**src/rtl/pcicfg_pkg.sv**
```systemverilog
package pcicfg_pkg;
  localparam int CFG_DW   = 32;
  localparam int CFG_BE_W = CFG_DW / 8;
  localparam int INTX_N   = 4;
  localparam int PIN_N    = 4;

  typedef enum logic [1:0] {
    SZ_BYTE     = 2'd0,
    SZ_HALF     = 2'd1,
    SZ_WORD     = 2'd2,
    SZ_WORD_ALT = 2'd3
  } acc_size_e;

  typedef enum logic [1:0] {
    ST_IDLE  = 2'd0,
    ST_ISSUE = 2'd1,
    ST_WAIT  = 2'd2
  } fsm_e;
endpackage

```
**src/rtl/pcicfg_addr_xlat.sv**
```systemverilog
module pcicfg_addr_xlat
  import pcicfg_pkg::*;
(
  input  logic [CFG_DW-1:0] index_i,
  input  logic [2:0]        off_i,
  output logic [CFG_DW-1:0] addr_o
);
  localparam int SLOT_LO = 11;

  logic              found;
  logic [4:0]        pos;
  logic [CFG_DW-1:0] slot_f;

  // lowest set bit of index[31:11]; scan downward so the last hit wins
  always_comb begin
    found = 1'b0;
    pos   = '0;
    for (int b = CFG_DW - 1; b >= SLOT_LO; b--) begin
      if (index_i[b]) begin
        found = 1'b1;
        pos   = 5'(b);
      end
    end
    slot_f = found ? {16'b0, pos, 11'b0} : 32'hFFFF_F800;
  end

  always_comb begin
    if (index_i[31])
      addr_o = index_i | {30'b0, off_i[1:0]};
    else if (index_i[0])
      addr_o = {index_i[31:3], off_i};
    else
      addr_o = {24'b0, index_i[7:3], off_i} | slot_f | {21'b0, index_i[10:8], 8'b0};
  end
endmodule

```
**src/rtl/pcicfg_lane_map.sv**
```systemverilog
module pcicfg_lane_map
  import pcicfg_pkg::*;
(
  input  logic [1:0]          size_i,
  input  logic [1:0]          off_i,
  input  logic [CFG_DW-1:0]   wdata_i,
  input  logic [CFG_DW-1:0]   rdata_raw_i,
  output logic [CFG_BE_W-1:0] be_o,
  output logic [CFG_DW-1:0]   wdata_o,
  output logic [CFG_DW-1:0]   rdata_o
);
  logic [1:0]          lane;
  logic [CFG_BE_W-1:0] base_be;
  logic [CFG_DW-1:0]   mask;

  always_comb begin
    case (acc_size_e'(size_i))
      SZ_BYTE: begin lane = off_i;           base_be = 4'b0001; mask = 32'h0000_00FF; end
      SZ_HALF: begin lane = {off_i[1], 1'b0}; base_be = 4'b0011; mask = 32'h0000_FFFF; end
      default: begin lane = 2'b00;           base_be = 4'b1111; mask = 32'hFFFF_FFFF; end
    endcase
    be_o    = base_be << lane;
    wdata_o = wdata_i << {lane, 3'b000};
    rdata_o = (rdata_raw_i >> {lane, 3'b000}) & mask;
  end
endmodule

```
**src/rtl/pcicfg_intx_rotate.sv**
```systemverilog
module pcicfg_intx_rotate
  import pcicfg_pkg::*;
#(
  parameter int NUM_DEV = 4,
  parameter int DEVFN_W = 16
) (
  input  logic                             clk,
  input  logic                             rst,
  input  logic [NUM_DEV-1:0][DEVFN_W-1:0]  devfn_i,
  input  logic [NUM_DEV-1:0][PIN_N-1:0]    level_i,
  output logic [INTX_N-1:0]                intx_o
);
  localparam int DEVNUM_LO = 11;

  logic [NUM_DEV-1:0][INTX_N-1:0] dev_hits;
  logic [INTX_N-1:0]              merged;

  for (genvar g = 0; g < NUM_DEV; g++) begin : g_dev
    logic [INTX_N-1:0] hits;
    always_comb begin
      logic [4:0] sum;
      hits = '0;
      for (int p = 0; p < PIN_N; p++) begin
        sum = devfn_i[g][DEVNUM_LO +: 5] + 5'(p);
        hits[sum[1:0]] = hits[sum[1:0]] | level_i[g][p];
      end
    end
    assign dev_hits[g] = hits;
  end

  always_comb begin
    merged = '0;
    for (int d = 0; d < NUM_DEV; d++) merged = merged | dev_hits[d];
  end

  always_ff @(posedge clk) begin
    if (rst) intx_o <= '0;
    else     intx_o <= merged;
  end
endmodule

```
**src/rtl/pcicfg_bridge.sv**
```systemverilog
module pcicfg_bridge
  import pcicfg_pkg::*;
#(
  parameter int WIN_AW  = 12,
  parameter int NUM_DEV = 4,
  parameter int DEVFN_W = 16
) (
  input  logic                            clk,
  input  logic                            rst,
  input  logic                            cpu_req_valid,
  output logic                            cpu_req_ready,
  input  logic                            cpu_req_write,
  input  logic [WIN_AW:0]                 cpu_req_addr,
  input  logic [1:0]                      cpu_req_size,
  input  logic [CFG_DW-1:0]               cpu_req_wdata,
  output logic                            cpu_rsp_valid,
  output logic [CFG_DW-1:0]               cpu_rsp_rdata,
  output logic                            dn_req_valid,
  input  logic                            dn_req_ready,
  output logic                            dn_req_write,
  output logic [CFG_DW-1:0]               dn_req_addr,
  output logic [CFG_BE_W-1:0]             dn_req_be,
  output logic [CFG_DW-1:0]               dn_req_wdata,
  input  logic                            dn_rsp_valid,
  input  logic [CFG_DW-1:0]               dn_rsp_rdata,
  input  logic [NUM_DEV-1:0][DEVFN_W-1:0] irq_devfn,
  input  logic [NUM_DEV-1:0][PIN_N-1:0]   irq_level,
  output logic [INTX_N-1:0]               intx_out
);
  localparam int SEL_BIT = WIN_AW;

  fsm_e                state;
  logic [CFG_DW-1:0]   index_q;
  logic [1:0]          size_q;
  logic [1:0]          off_q;

  logic                sel_data;
  logic [1:0]          lm_size;
  logic [1:0]          lm_off;
  logic [CFG_BE_W-1:0] lane_be;
  logic [CFG_DW-1:0]   lane_wdata;
  logic [CFG_DW-1:0]   lane_rdata;
  logic [CFG_DW-1:0]   xlat_addr;
  logic [CFG_DW-1:0]   index_next;
  logic                unused_addr_bits;

  assign sel_data         = cpu_req_addr[SEL_BIT];
  assign unused_addr_bits = ^cpu_req_addr[WIN_AW-1:3];
  assign cpu_req_ready    = (state == ST_IDLE);

  // lane mapper is shared: request fields while idle, stored fields on return
  assign lm_size = (state == ST_IDLE) ? cpu_req_size     : size_q;
  assign lm_off  = (state == ST_IDLE) ? cpu_req_addr[1:0] : off_q;

  pcicfg_lane_map u_lane (
    .size_i      (lm_size),
    .off_i       (lm_off),
    .wdata_i     (cpu_req_wdata),
    .rdata_raw_i (dn_rsp_rdata),
    .be_o        (lane_be),
    .wdata_o     (lane_wdata),
    .rdata_o     (lane_rdata)
  );

  pcicfg_addr_xlat u_xlat (
    .index_i (index_q),
    .off_i   (cpu_req_addr[2:0]),
    .addr_o  (xlat_addr)
  );

  pcicfg_intx_rotate #(
    .NUM_DEV (NUM_DEV),
    .DEVFN_W (DEVFN_W)
  ) u_intx (
    .clk     (clk),
    .rst     (rst),
    .devfn_i (irq_devfn),
    .level_i (irq_level),
    .intx_o  (intx_out)
  );

  always_comb begin
    for (int b = 0; b < CFG_BE_W; b++)
      index_next[8*b +: 8] = lane_be[b] ? lane_wdata[8*b +: 8] : index_q[8*b +: 8];
  end

  always_ff @(posedge clk) begin
    if (rst) begin
      state         <= ST_IDLE;
      index_q       <= '0;
      size_q        <= '0;
      off_q         <= '0;
      cpu_rsp_valid <= 1'b0;
      cpu_rsp_rdata <= '0;
      dn_req_valid  <= 1'b0;
      dn_req_write  <= 1'b0;
      dn_req_addr   <= '0;
      dn_req_be     <= '0;
      dn_req_wdata  <= '0;
    end else begin
      cpu_rsp_valid <= 1'b0;
      case (state)
        ST_IDLE: begin
          if (cpu_req_valid) begin
            if (!sel_data) begin
              if (cpu_req_write) begin
                index_q <= index_next;
              end else begin
                cpu_rsp_valid <= 1'b1;
                cpu_rsp_rdata <= index_q;
              end
            end else begin
              dn_req_valid <= 1'b1;
              dn_req_write <= cpu_req_write;
              dn_req_addr  <= xlat_addr;
              dn_req_be    <= lane_be;
              dn_req_wdata <= lane_wdata;
              size_q       <= cpu_req_size;
              off_q        <= cpu_req_addr[1:0];
              state        <= ST_ISSUE;
            end
          end
        end
        ST_ISSUE: begin
          if (dn_req_ready) begin
            dn_req_valid <= 1'b0;
            state        <= dn_req_write ? ST_IDLE : ST_WAIT;
          end
        end
        ST_WAIT: begin
          if (dn_rsp_valid) begin
            cpu_rsp_valid <= 1'b1;
            cpu_rsp_rdata <= lane_rdata;
            state         <= ST_IDLE;
          end
        end
        default: state <= ST_IDLE;
      endcase
    end
  end
endmodule

```
**config.mk**
```make
export PLATFORM = sky130hd
export DESIGN_NAME = pcicfg_bridge
export DESIGN_NICKNAME = d
export VERILOG_FILES = /design/src/rtl/pcicfg_pkg.sv /design/src/rtl/pcicfg_addr_xlat.sv /design/src/rtl/pcicfg_lane_map.sv /design/src/rtl/pcicfg_intx_rotate.sv /design/src/rtl/pcicfg_bridge.sv
export SDC_FILE = /design/constraint.sdc
export NUM_CORES = 1
export LEC_CHECK = 0
export ABC_AREA = 0
export BUFFER_PORTS_ARGS = -buffer_cell sky130_fd_sc_hd__buf_2
export CORE_MARGIN = 2
export CORE_UTILIZATION = 46
export DETAILED_ROUTE_END_ITERATION = 16
export GPL_ROUTABILITY_DRIVEN = 0
export GPL_TIMING_DRIVEN = 0
export PLACE_DENSITY_LB_ADDON = 0.12
export SYNTH_ARGS = -nofsm -noshare
export SYNTH_HDL_FRONTEND = slang
export SYNTH_SLANG_ARGS = --single-unit
```
**constraint.sdc**
```tcl
create_clock -name clk -period 3.18 [get_ports clk]
set_clock_uncertainty 0.15 [all_clocks]
set_input_delay 0 -clock clk [delete_from_list [all_inputs] [get_ports clk]]
set_output_delay 0 -clock clk [all_outputs]
set_load 0.02 [all_outputs]
```
Yosys cells after proc, flatten, opt, wreduce, memory -nomap -nowiden

Cells that the tools add are included.

Bits in read-only memories: 0
Input port bits: 165
RAM bits: 0
Word-level logic and storage cells: 273
Register bits: 145
Memories kept: 0
Latch bits: 0

$mul: 0
Multiplexer cells: 146
Bitwise gates (word level): 28
Div/mod/pow operators: 0
Order comparisons: 32
Shift operators: 3
$add $sub $neg: 12
Reduce and logical (&&, ||, !) cells: 28
Equal/unequal tests: 9

Operators by type and width:

| kind                                                                   | count |
|---|---|
| 32-bit 2-to-1 mux                                                      | 7 |
| 32-bit one-hot mux with 2 select lines                                 | 2 |
| 5-bit 2-to-1 mux                                                       | 21 |
| 1-bit 2-to-1 mux                                                       | 60 |
| 4-bit bitwise mux                                                      | 12 |
| 2-bit by 3-bit < comparator with 1-bit output (second input constant)  | 16 |
| 32-bit AND                                                             | 1 |
| 1-bit binary-select mux with 2-bit select                              | 16 |
| 1-bit demux with 2-bit select                                          | 16 |
| 2-bit by 1-bit >= comparator with 1-bit output (second input constant) | 16 |
| 32-bit by 11-bit OR with 32-bit output                                 | 1 |
| 32-bit by 2-bit OR with 32-bit output                                  | 1 |
| 8-bit by 32-bit OR with 32-bit output                                  | 1 |
| 32-bit by 5-bit << shifter with 32-bit output                          | 1 |
| 32-bit by 5-bit >> shifter with 32-bit output                          | 1 |
| 5-bit AND reduction                                                    | 5 |
| 2-bit adder (second input constant)                                    | 8 |
| 4-bit AND                                                              | 4 |
| 1-bit logical AND                                                      | 16 |
| 1-bit OR                                                               | 16 |
| 2-bit 2-to-1 mux                                                       | 7 |
| 4-bit OR                                                               | 3 |
| 2-bit inequality test (second input constant)                          | 5 |
| 2-bit by 1-bit adder with 2-bit output (second input constant)         | 4 |
| other kinds (13)                                                       | 18 |

Logic depth before layout (Yosys ltp)

Gate-level depths: netlist of run 1.

Depth after elaboration: 26
Mapped depth: 13
Gate-level depth less buffers: 11

Modules after synthesis

Synthesis of run 1 repeated with hierarchy kept, for this count alone.

Cell total of the unflattened synthesis: 1,225
Area total of the unflattened synthesis: 9,820.7 um^2

By module, submodules not included:

| module             | area an instance (um^2) | instances | cells an instance | seq. area each (um^2) |
|---|---|---|---|---|
| pcicfg_bridge      | 5,873.1                 | 1         | 668               | 2,822.7 |
| pcicfg_intx_rotate | 2,021.9                 | 1         | 293               | 80.1 |
| pcicfg_lane_map    | 1,355.0                 | 1         | 185               | 0.0 |
| pcicfg_addr_xlat   | 570.5                   | 1         | 79                | 0.0 |

Worst setup path before layout of run 1

Ideal clock, no wire load.

Path kind: input-to-reg
From: input irq_devfn[11] (netlist name)
To: register u_intx.intx_o[1]
Setup slack: -0.217 ns
Stages on the path: 13
Setup time: 0.134 ns
Arrival: 3.113 ns
Cells stage by stage: buf_1 -> inv_1 -> ha_1 -> clkbuf_1 -> mux4_2 -> a21oi_1 -> o21ai_0 -> a2111oi_2 -> a21oi_1 -> o221a_2 -> or2_2 -> a22oi_1 -> a31oi_1

Cells in the longest elaborated chain, start to end: 20

Ends and longest elaborated chain:

| item                                                                                                                                         | RTL line                 | text |
|---|---|---|
| start, declared                                                                                                                              | pcicfg_bridge.sv:26      | `input logic [NUM_DEV-1:0][DEVFN_W-1:0] irq_devfn,` |
| 2-bit by 3-bit < comparator with 1-bit output (implied by the code) / 2-bit by 1-bit >= comparator with 1-bit output (equally long branches) | pcicfg_intx_rotate.sv:25 | `hits[sum[1:0]] = hits[sum[1:0]] \| level_i[g][p];` |
| 1-bit logical AND (implied by the code)                                                                                                      | pcicfg_intx_rotate.sv:25 |  |
| 1-bit 2-to-1 mux (implied by the code)                                                                                                       | pcicfg_intx_rotate.sv:25 |  |
| 1-bit demux with 2-bit select                                                                                                                | -                        |  |
| 4-bit AND (no line)                                                                                                                          | -                        |  |
| 1-bit binary-select mux with 2-bit select                                                                                                    | pcicfg_intx_rotate.sv:25 |  |
| 1-bit 2-to-1 mux (implied by the code)                                                                                                       | pcicfg_intx_rotate.sv:25 |  |
| 1-bit OR                                                                                                                                     | pcicfg_intx_rotate.sv:25 |  |
| [... 2 more ...]                                                                                                                             | -                        |  |
| 1-bit 2-to-1 mux (implied by the code)                                                                                                       | pcicfg_intx_rotate.sv:25 |  |
| 1-bit OR                                                                                                                                     | pcicfg_intx_rotate.sv:25 |  |
| 4-bit bitwise mux                                                                                                                            | pcicfg_intx_rotate.sv:25 |  |
| 1-bit binary-select mux with 2-bit select                                                                                                    | pcicfg_intx_rotate.sv:25 |  |
| 1-bit 2-to-1 mux (implied by the code)                                                                                                       | pcicfg_intx_rotate.sv:25 |  |
| 1-bit OR                                                                                                                                     | pcicfg_intx_rotate.sv:25 |  |
| 4-bit bitwise mux *                                                                                                                          | pcicfg_intx_rotate.sv:25 |  |
| 4-bit OR * (3 in series)                                                                                                                     | pcicfg_intx_rotate.sv:33 | `for (int d = 0; d < NUM_DEV; d++) merged = merged \| dev_hits[d];` |
| end signal, assigned                                                                                                                         | pcicfg_intx_rotate.sv:38 | `else intx_o <= merged;` |
| end, declared                                                                                                                                | pcicfg_intx_rotate.sv:11 | `output logic [INTX_N-1:0] intx_o` |

Mark *: on every way between the ends. The rest lies on a longest branch, timed or not. The select of a mux whose other input is x is not followed.
A chain may end at the register's enable or synchronous reset.

Worst setup path after layout of run 1

From: input irq_devfn[59] (netlist name)
To: register u_intx.intx_o[1]

Cells in the longest elaborated chain, start to end: 18

Ends and longest elaborated chain:

| item                                                                                                                                         | RTL line |
|---|---|
| 2-bit by 3-bit < comparator with 1-bit output (implied by the code) / 2-bit by 1-bit >= comparator with 1-bit output (equally long branches) | pcicfg_intx_rotate.sv:25 |
| 1-bit logical AND (implied by the code)                                                                                                      | pcicfg_intx_rotate.sv:25 |
| 1-bit 2-to-1 mux (implied by the code)                                                                                                       | pcicfg_intx_rotate.sv:25 |
| 1-bit demux with 2-bit select                                                                                                                | - |
| 4-bit AND (no line)                                                                                                                          | - |
| 1-bit binary-select mux with 2-bit select                                                                                                    | pcicfg_intx_rotate.sv:25 |
| 1-bit 2-to-1 mux (implied by the code)                                                                                                       | pcicfg_intx_rotate.sv:25 |
| 1-bit OR                                                                                                                                     | pcicfg_intx_rotate.sv:25 |
| [... 2 more ...]                                                                                                                             | - |
| 1-bit 2-to-1 mux (implied by the code)                                                                                                       | pcicfg_intx_rotate.sv:25 |
| 1-bit OR                                                                                                                                     | pcicfg_intx_rotate.sv:25 |
| 4-bit bitwise mux                                                                                                                            | pcicfg_intx_rotate.sv:25 |
| 1-bit binary-select mux with 2-bit select                                                                                                    | pcicfg_intx_rotate.sv:25 |
| 1-bit 2-to-1 mux (implied by the code)                                                                                                       | pcicfg_intx_rotate.sv:25 |
| 1-bit OR                                                                                                                                     | pcicfg_intx_rotate.sv:25 |
| 4-bit bitwise mux *                                                                                                                          | pcicfg_intx_rotate.sv:25 |
| 4-bit OR *                                                                                                                                   | pcicfg_intx_rotate.sv:33 |

Marked as above.

==> flow_summary.yaml, run 1 <==
sta:
  finalHoldViolations: 0
  fin_ws_ns: 0.135
  rsz0062_at_grt: "yes"
  clock.fmax_mhz: 328
  tightest_slew_ns: 0.654
  period_share_pct: 95.7
  slew_viol_final: 0
  min_period_ns: 3.04
  slew_headroom_pct: 56.4
  setup-violations-final: 0
routing:
  wire_per_inst_um: 18.8
  vias_per_cell: 5.75
  final_antenna_net_count: 0
  vias: 8851
  finalWirelength_mm: 29.0
  firstDrtPassIters: 5
  drc_errors: 0
  drt_iter0_drc: 792
critical_path:
  ff2ff_setup_slack_ns: 0.15
  crit_required_ns: 3.32
  slowest_stage: "mux4_2"
  critPathLaunchType: "primary input"
  end_kind: "flip-flop"
  cpMostUsedCell: "mux4_2"
  arrival_ns: 3.19
  r2r_cells: 10
  crit_family: "compound AO/OA/AOI/OAI gates"
  startpoint: "irq_devfn[59]"
  worstPathMaxFanout: 9
  cp_num_cells: 12
  path_class: "in2reg"
  reg2reg_to: "index_q[25]$_SDFFE_PP0P_"
  crit_path_cell_trace: "buf_2 > buf_6 > inv_1 > ha_2 > mux4_2 > a2111oi_4 > a2bb2oi_2 > a22oi_1 > mux4_2 > or2_4 > a2111oi_1 > a31oi_1"
  r2r-start: "state[0]$_SDFFE_PP0P_"
  path_buf_inv: 3
  cp-endpoint: "u_intx.intx_o[1]$_SDFF_PP0_"
  slowest_delay_ns: 0.54
clock_network:
  cts_made_buffers: 17
  cts_root_buf: "clkbuf_16"
  clk_latency_ns: 0.43
  cts_sinks: 145
  clk_path_buf_depth: 2
  clkTransAtPathRegs_ns: 0.06
  cts.htree.levels: 4
  cts_tree: "built"
finish:
  stdcell_count: 1538
  area_growth_pct: 32.5
  nFillCells: 1587
  fin_util_pct: 61.6
  drive_above_1_share_pct: 21.6
  layout_common_cells: "buf_2 (213), nor2_1 (154), dfxtp_1 (145)"
  layout_commonest_cell: "buf_2"
  fin_area_sq_mm: 0.0105
  final_nets: 1481
power:
  power_leakage_uw: 0.00464
  p_per_area_mw_per_mm2: 497
  p_total_uw: 5240
  ir_drop_mv: 0.450
grt:
  grt_pass1_wl_mm: 43.4
  grt.overflow.total: 0
  grt_max_degree: 17
  antenna_found_initial: 1
  grt.total_usage_pct: 30.7
  grt_pass1_vias: 8134
worst_hold_path:
  hp-class: "in2reg"
status:
  status: "finished, final reports clean"
place:
  portBuffers: 205
  dp.cells: 1448
  post-place-ws_ns: -0.604
  place_hpwl_mm: 21.4
  dpl_cell_area_sq_mm: 0.00927
synthesis:
  synth_cell_types: 57
  syn_area_sq_mm: 0.00795
  async_flop_share_pct: 0
  syn_nets: 1199
  synth_edf_count: 0
  synthFlopType: "dfxtp_1"
  ys_seq_area_share_pct: 36.5
  postSynthAreaPerCell_sq_um: 7.81
  synth_seq_cells: 145
  netlist_instances: 1018
  yosys_warnings: 0
job:
  drv_cap: 0
floorplanning:
  core-area_sq_mm: 0.0171
  num_io_pins: 273
  die_area_sq_mm: 0.0184
  die_h_um: 135
  rows: 48
  initial_core_util_pct: 46.5
  die_w_um: 135
-- synthesized netlist by cell type, types with 2 or more instances --
| master | n | share of area [%] |
|---|---|---|
| a2111oi_2 | 2 | 0.38 |
| a211oi_1 | 58 | 5.5 |
| a21o_1 | 2 | 0.19 |
| a21oi_1 | 112 | 7.0 |
| a221o_1 | 2 | 0.25 |
| a221oi_1 | 6 | 0.66 |
| a22oi_1 | 7 | 0.66 |
| a2bb2o_1 | 2 | 0.25 |
| a311o_1 | 2 | 0.25 |
| a311oi_1 | 26 | 2.9 |
| a31oi_1 | 10 | 0.79 |
| a41oi_1 | 2 | 0.22 |
| and3_1 | 3 | 0.24 |
| buf_1 | 13 | 0.61 |
| buf_2 | 8 | 0.50 |
| clkbuf_1 | 65 | 3.1 |
| dfxtp_1 | 145 | 37 |
| ha_1 | 16 | 2.5 |
| inv_1 | 23 | 1.1 |
| mux2i_1 | 73 | 9.2 |
| mux4_2 | 5 | 1.4 |
| nand2_1 | 116 | 5.5 |
| nand2b_1 | 6 | 0.47 |
| nand3_1 | 23 | 1.4 |
| nand3b_1 | 4 | 0.38 |
| nor2_1 | 156 | 7.4 |
| nor2b_1 | 14 | 1.1 |
| nor3_1 | 30 | 1.9 |
| nor4_1 | 3 | 0.24 |
| nor4bb_1 | 2 | 0.25 |
| o211ai_1 | 11 | 1.0 |
| o21ai_0 | 27 | 1.7 |
| o21bai_1 | 2 | 0.19 |
| o221ai_1 | 4 | 0.44 |
| o31ai_1 | 7 | 0.66 |
| or2_2 | 8 | 0.63 |
| or4_1 | 3 | 0.28 |
-- report_power, final --
group | switching, uW | total (uW) | internal [uW] | leakage, uW
logic | 750 | 1220 | 471 | 0.00318
clock network | 784 | 2010 | 1220 | 0.000283
registers | 86.0 | 2010 | 1930 | 0.00118
total | 1620 | 5240 | 3620 | 0.00464
-- worst reg2reg max path: cells and delay by family (launching register included) --
family	cells	cell delay, ns
AND/OR/NAND/NOR	3	0.60
flip-flops	1	0.29
multiplexers	4	1.21
buffers and inverters	3	0.65
-- how the worst min path moves through the flow --
| stage | start | slack (ns) | depth (start not counted) | endpoint |
|---|---|---|---|---|
| after floorplan | cpu_req_addr[1] | -0.01 | 2 | off_q[1]$_SDFFE_PP0P_ |
| after global placement | cpu_req_size[0] | 0.12 | 3 | size_q[0]$_SDFFE_PP0P_ |
| after detailed placement | cpu_req_size[0] | 0.13 | 3 | size_q[0]$_SDFFE_PP0P_ |
| after CTS | dn_rsp_rdata[8] | 0.008 | 5 | cpu_rsp_rdata[8]$_SDFFE_PP0P_ |
| after global routing | dn_rsp_rdata[13] | 0.05 | 5 | cpu_rsp_rdata[13]$_SDFFE_PP0P_ |
| final | cpu_req_wdata[27] | 0.02 | 5 | dn_req_wdata[27]$_SDFFE_PP0P_ |
-- sequential cells by signal (all words and copies together) (netlist names), 2 cells and up --
signal,cells
dn_req_wdata,32
dn_req_be,4
cpu_rsp_rdata,32
dn_req_addr,32
u_intx.intx_o,4
size_q,2
state,2
index_q,32
off_q,2
-- kinds of logic (layout without fill, tap and decap cells) --
| kind of cell | count (synthesis) | count (layout) | share of synthesized area (%) |
|---|---|---|---|
| muxes | 79 | 79 | 10.7 |
| DFF | 145 | 145 | 36.5 |
| AOI/OAI and AO/OA | 293 | 293 | 24.4 |
| adders and majority gates | 16 | 16 | 2.52 |
| other | 0 | 1 | 0 |
| and+or+nand+nor | 374 | 374 | 20.4 |
| buffers and inverters | 111 | 405 | 5.46 |
-- per-layer routing --
metal | wire, um | vias up | part of all wire, % | global-route usage (%)
met4 | 652 | 0 | 2.2 | 9.72
met1 | 13000 | 4110 | 45 | 43.5
met3 | 2680 | 61 | 9.2 | 6.70
met5 | 0 | - | 0 | 0
met2 | 12700 | 454 | 44 | 46.8
li1 | - | 4226 | - | -
-- final cells by class --
type                            instances  area [sq um]  area share [%]
Multi-Input combinational cell        762          4710            44.7
Sequential cell                       145          2900            27.5
Timing Repair Buffer                  265          1620            15.4
Clock buffer                           20           437            4.14
Buffer                                 85           352            3.34
Tap cell                              225           282            2.67
Clock inverter                         11           140            1.33
Inverter                               24          90.1           0.855
Antenna cell                            1          2.50          0.0237
-- repair_timing --
action / 4_1_cts / 5_1_grt
resized for setup: 10 / 21
buffers inserted: 1 / 0
hold buffers: 59 / 0
endpoints found under the setup margin: 92 / 52
endpoints found under the hold margin: 86 / 0
pin swaps: 1 / 1
-- through the flow --
stage	TNS, ns	hold WS (ns)
finish	0	0.0163
detailed placement	-30.88	0.129
global route	-0.0255	0.0511
floorplan	0	-0.0140
global placement	-29.87	0.122
CTS	0	0.00820
(Power assumes the default switching activity.)
==> run 2, diff against run 1 <==
Settings changed: SETUP_SLACK_MARGIN set to 0.3.
==> run 2 against run 1 <==
Critical path depth fell by 1. Core utilization increased by 2.7 points. Total power is 2.4% higher. Maximum frequency increased by 6.0%. Worst setup slack better by 0.17 ns. Cell count rose by 1.6%. Register-to-register slack gained 0.16 ns. First-iteration DRC count is 5.1% lower. Clock power about the same. Sequential share of layout area fell by 1.1 points. Critical path type is now reg2reg. Clock-buffer cell count rose by 1. Final area increased by 4.3%.
==> flow_summary.yaml, run 2 (synthesis results as in run 1) <==
grt:
  grt_pass1_wl_mm: 44.1
  antenna_found_initial: 0
  grt_max_degree: 17
  grt.total_usage_pct: 31.3
  grt.overflow.total: 0
  grt_pass1_vias: 8160
critical_path:
  slowest_stage: "mux2i_1"
  cpMostUsedCell: "buf_4"
  critPathLaunchType: "flip-flop"
  crit_path_cell_trace: "buf_2 > nor2_4 > buf_4 > buf_4 > a31oi_4 > buf_4 > buf_4 > buf_4 > mux2i_1 > nand2_1 > a21oi_1"
  crit_required_ns: 3.38
  slowest_delay_ns: 0.44
  path_class: "reg2reg"
  arrival_ns: 3.08
  worstPathMaxFanout: 10
  end_kind: "flip-flop"
clock_network:
  cts_made_buffers: 17
  cts_tree: "built"
  clkTransAtPathRegs_ns: 0.06
  cts_root_buf: "clkbuf_16"
  clk_latency_ns: 0.43
  clk_path_buf_depth: 2
  cts_sinks: 145
  cts.htree.levels: 4
finish:
  layout_commonest_cell: "buf_2"
  multi_input_area_sq_mm: 0.00491
  antenna_cells: 0
  drive_above_1_share_pct: 25.4
  final_nets: 1505
  nFillCells: 1554
  layout.area.seq_sq_mm: 0.00290
  area_growth_pct: 38.3
  layout_common_cells: "buf_2 (209), nor2_1 (153), dfxtp_1 (145)"
place:
  portBuffers: 205
  post-place-ws_ns: -0.420
  place_hpwl_mm: 21.3
sta:
  tightest_slew_ns: 0.812
  rsz0062_at_grt: "yes"
  fin_ws_ns: 0.308
  min_period_ns: 2.87
  slew_headroom_pct: 45.4
  setup-violations-final: 0
  slew_viol_final: 0
  finalHoldViolations: 0
  clock.fmax_mhz: 348
  fin_tns_setup_ns: 0
  period_share_pct: 90.3
job:
  drv_cap: 0
routing:
  vias: 9055
  wire_per_inst_um: 18.9
  finalWirelength_mm: 29.6
  drt_iter0_drc: 752
  drc_errors: 0
  firstDrtPassIters: 6
  vias_per_cell: 5.80
  final_antenna_net_count: 0
power:
  ir_drop_mv: 0.416
  p_total_uw: 5370
  p_per_area_mw_per_mm2: 488
  power_leakage_uw: 0.00482
floorplanning:
  die_area_sq_mm: 0.0184
  core-area_sq_mm: 0.0171
  die_h_um: 135
  die_w_um: 135
  rows: 48
  initial_core_util_pct: 46.5
  num_io_pins: 273
status:
  status: "finished, final reports clean"
worst_hold_path:
  hp-class: "in2reg"
==> run 2: per-stage QoR <==
| stage | instance area, sq um | hold slack [ns] | cells | utilization, % |
|---|---|---|---|---|
| final | 11000 | 0.00966 | 1562 | 64.2 |
| after global routing | 11000 | 0.0216 | 1562 | 64.2 |
| after CTS | 10700 | 0.00313 | 1545 | 62.5 |
| after detailed placement | 9360 | 0.126 | 1448 | 54.7 |
| after global placement | 9360 | 0.116 | 1448 | 54.7 |
| after floorplan | 8050 | -0.0140 | 1018 | - |
==> run 2: layout make-up <==
cell class / count / share of cell area, %
clock buffer: 21 / 4.28
inverter: 24 / 0.888
tap: 225 / 2.56
multi-input combinational: 762 / 44.6
sequential: 145 / 26.4
buffer: 87 / 3.65
timing repair buffer: 287 / 16.4
clock inverter: 11 / 1.16
==> run 2: repair_timing <==
item,CTS,global route
endpoints found under the setup margin,104,71
resized for setup,25,57
pin swaps,4,15
endpoints found under the hold margin,89,0
hold buffers,62,0
buffers inserted,3,17
==> run 2: power by group <==
group / internal (uW) / switching (uW)
Sequential: 1930 / 88.2
Combinational: 527 / 791
Clock: 1220 / 813
==> run 2: path summary, 6_finish.rpt <==
check / start / endpoint / slack, ns / cells after the start
max: state[0]$_SDFFE_PP0P_ / dn_req_wdata[24]$_SDFFE_PP0P_ / 0.31 / 11
min: dn_rsp_rdata[10] / cpu_rsp_rdata[10]$_SDFFE_PP0P_ / 0.01 / 5
max reg2reg: state[0]$_SDFFE_PP0P_ / dn_req_wdata[24]$_SDFFE_PP0P_ / 0.31 / 11
min reg2reg: dn_req_wdata[7]$_SDFFE_PP0P_ / dn_req_wdata[7]$_SDFFE_PP0P_ / 0.30 / 2
==> run 2: routing by layer <==
layer	global-route usage [%]	vias up	share of wire, %	wire, um
li1	-	4277	-	-
met1	43.4	4213	43	12900
met2	47.9	504	44	13000
met3	7.59	61	10	2980
met4	10.8	0	2.7	794
met5	0	-	0	0
==> run 2: worst max-delay path, delay by kind of cell, from the launching register on <==
| kind | cells | cell delay (ns) |
|---|---|---|
| buf+inv | 6 | 1.30 |
| mux | 1 | 0.44 |
| compound gates | 2 | 0.38 |
| flops | 1 | 0.31 |
| simple gates | 2 | 0.22 |
==> run 3, diff against run 2 <==
Settings changed: CORE_UTILIZATION 46 to 47, CTS_BUF_LIST set to sky130_fd_sc_hd__clkbuf_4 sky130_fd_sc_hd__clkbuf_8.
==> run 3 against run 2 <==
Combinational power about the same. Maximum frequency rose by 1.8%. Clock-buffer cell count unchanged. Register-to-register slack gained 0.07 ns. Largest power group is now registers.
==> flow_summary.yaml, run 3 (synthesis results as in run 1) <==
status:
  status: "finished, final reports clean"
finish:
  layout_commonest_cell: "buf_2"
  fin_util_pct: 65.2
  fin_area_sq_mm: 0.0108
  drive_above_1_share_pct: 23.6
  antenna_cells: 0
  area_growth_pct: 36.0
  final_nets: 1508
  layout_common_cells: "buf_2 (212), nor2_1 (154), dfxtp_1 (144)"
critical_path:
  cp_num_cells: 12
  arrival_ns: 3.01
  ff2ff_setup_slack_ns: 0.38
  path_class: "in2reg"
  crit_required_ns: 3.37
  path_buf_inv: 3
  r2r_cells: 10
  critPathLaunchType: "primary input"
  r2r-start: "state[0]$_SDFFE_PP0P_"
  end_kind: "flip-flop"
  worstPathMaxFanout: 9
  crit_family: "compound AO/OA/AOI/OAI gates"
  reg2reg_to: "dn_req_wdata[25]$_SDFFE_PP0P_"
  slowest_delay_ns: 0.54
  crit_path_cell_trace: "buf_2 > buf_8 > clkinvlp_4 > ha_4 > mux4_2 > a221o_1 > a2bb2oi_2 > a22oi_1 > mux4_2 > or2_4 > a2111oi_4 > a31oi_1"
  slowest_stage: "mux4_2"
  cpMostUsedCell: "mux4_2"
routing:
  finalWirelength_mm: 29.4
  vias: 9094
  drc_errors: 0
  drt_iter0_drc: 800
  firstDrtPassIters: 5
  final_antenna_net_count: 0
  vias_per_cell: 5.83
  wire_per_inst_um: 18.9
worst_hold_path:
  whs_endpoint: "cpu_rsp_rdata[14]$_SDFFE_PP0P_"
  min_from: "dn_rsp_rdata[14]"
  hp-class: "in2reg"
  hold_depth: 5
sta:
  finalHoldViolations: 0
  min_period_ns: 2.82
  slew_viol_final: 0
  rsz0062_at_grt: "yes"
  fin_ws_ns: 0.358
  clock.fmax_mhz: 354
  period_share_pct: 88.7
  tightest_slew_ns: 0.686
  fin_tns_setup_ns: 0
  slew_headroom_pct: 54.2
  setup-violations-final: 0
clock_network:
  cts_tree: "built"
  cts.htree.levels: 4
  cts_made_buffers: 17
  clkTransAtPathRegs_ns: 0.09
  cts_root_buf: "clkbuf_8"
  clk_latency_ns: 0.46
  clk_path_buf_depth: 2
  cts_sinks: 145
floorplanning:
  rows: 47
  core-area_sq_mm: 0.0166
  die_h_um: 134
  initial_core_util_pct: 47.9
  num_io_pins: 273
  die_area_sq_mm: 0.0180
  die_w_um: 134
grt:
  grt.overflow.total: 0
  grt.total_usage_pct: 31.7
  antenna_found_initial: 0
  grt_pass1_vias: 8343
  grt_max_degree: 17
  grt_pass1_wl_mm: 44.5
power:
  seq_power_share_pct: 40.4
  power_frac_clock_pct: 33.5
  combPwrFrac_pct: 26.1
  p_sw_share_pct: 32.4
  ir_drop_mv: 0.281
  switchingPower_uw: 1610
  power_leakage_uw: 0.00475
  internal_power_uw: 3370
  p_per_area_mw_per_mm2: 460
place:
  dpl_cell_area_sq_mm: 0.00935
  place_hpwl_mm: 21.3
  portBuffers: 205
  post-place-ws_ns: -0.344
job:
  drv_cap: 0
## run 3: power by group through the flow
stage | Clock (uW) | Combinational [uW] | Sequential (uW)
floorplan | 0 | 654 | 2130
global placement | 0 | 1130 | 2040
detailed placement | 0 | 1130 | 2050
CTS | 1680 | 1230 | 2010
global route | 1760 | 1400 | 2020
finish | 1670 | 1300 | 2010
## run 3: routing by layer
metal	part of all wire, %	vias up	wire length (um)	track usage [%]
met3	10	76	3080	8.50
li1	-	4275	-	-
met4	3.1	0	898	10.4
met5	0	-	0	0
met1	43	4211	12700	43.4
met2	43	532	12700	48.5
## run 3: worst max-delay path by stage
stage | from | to | slack (ns)
floorplan | irq_devfn[59] | u_intx.intx_o[1]$_SDFF_PP0_ | 0.21
global placement | state[0]$_SDFFE_PP0P_ | dn_req_wdata[25]$_SDFFE_PP0P_ | -0.31
detailed placement | state[0]$_SDFFE_PP0P_ | dn_req_wdata[12]$_SDFFE_PP0P_ | -0.34
CTS | state[0]$_SDFFE_PP0P_ | index_q[25]$_SDFFE_PP0P_ | 0.29
global route | irq_devfn[59] | u_intx.intx_o[1]$_SDFF_PP0_ | 0.28
finish | irq_devfn[59] | u_intx.intx_o[1]$_SDFF_PP0_ | 0.36
## run 3: cell type report
class / count / area (sq um)
Buffer: 87 / 388
Clock buffer: 21 / 277
Clock inverter: 11 / 175
Fill cell: 1505 / 5770
Inverter: 24 / 96.3
Multi-Input combinational cell: 762 / 4850
Sequential cell: 145 / 2900
Tap cell: 220 / 275
Timing Repair Buffer: 290 / 1850
## run 3: worst min-delay path: stages
cell	delay (ns)
buf_2	0.10
mux2i_1	0.23
nor2_1	0.07
nand3_1	0.10
a311oi_1	0.10
## run 3: repair_timing
item	CTS	global route
endpoints found under the hold margin	105	0
buffers inserted	4	5
hold buffers	76	0
cloned	0	0
pin swaps	2	8
endpoints found under the setup margin	101	67
resized for setup	20	38
## run 3: per-stage QoR
stage | hold slack (ns) | instances | power [uW]
after floorplan | -0.0140 | 1018 | 2790
after global placement | 0.118 | 1443 | 3170
after detailed placement | 0.121 | 1443 | 3180
after CTS | 0.00209 | 1555 | 4920
after global routing | 0.0542 | 1560 | 5190
final | 0.0289 | 1560 | 4980
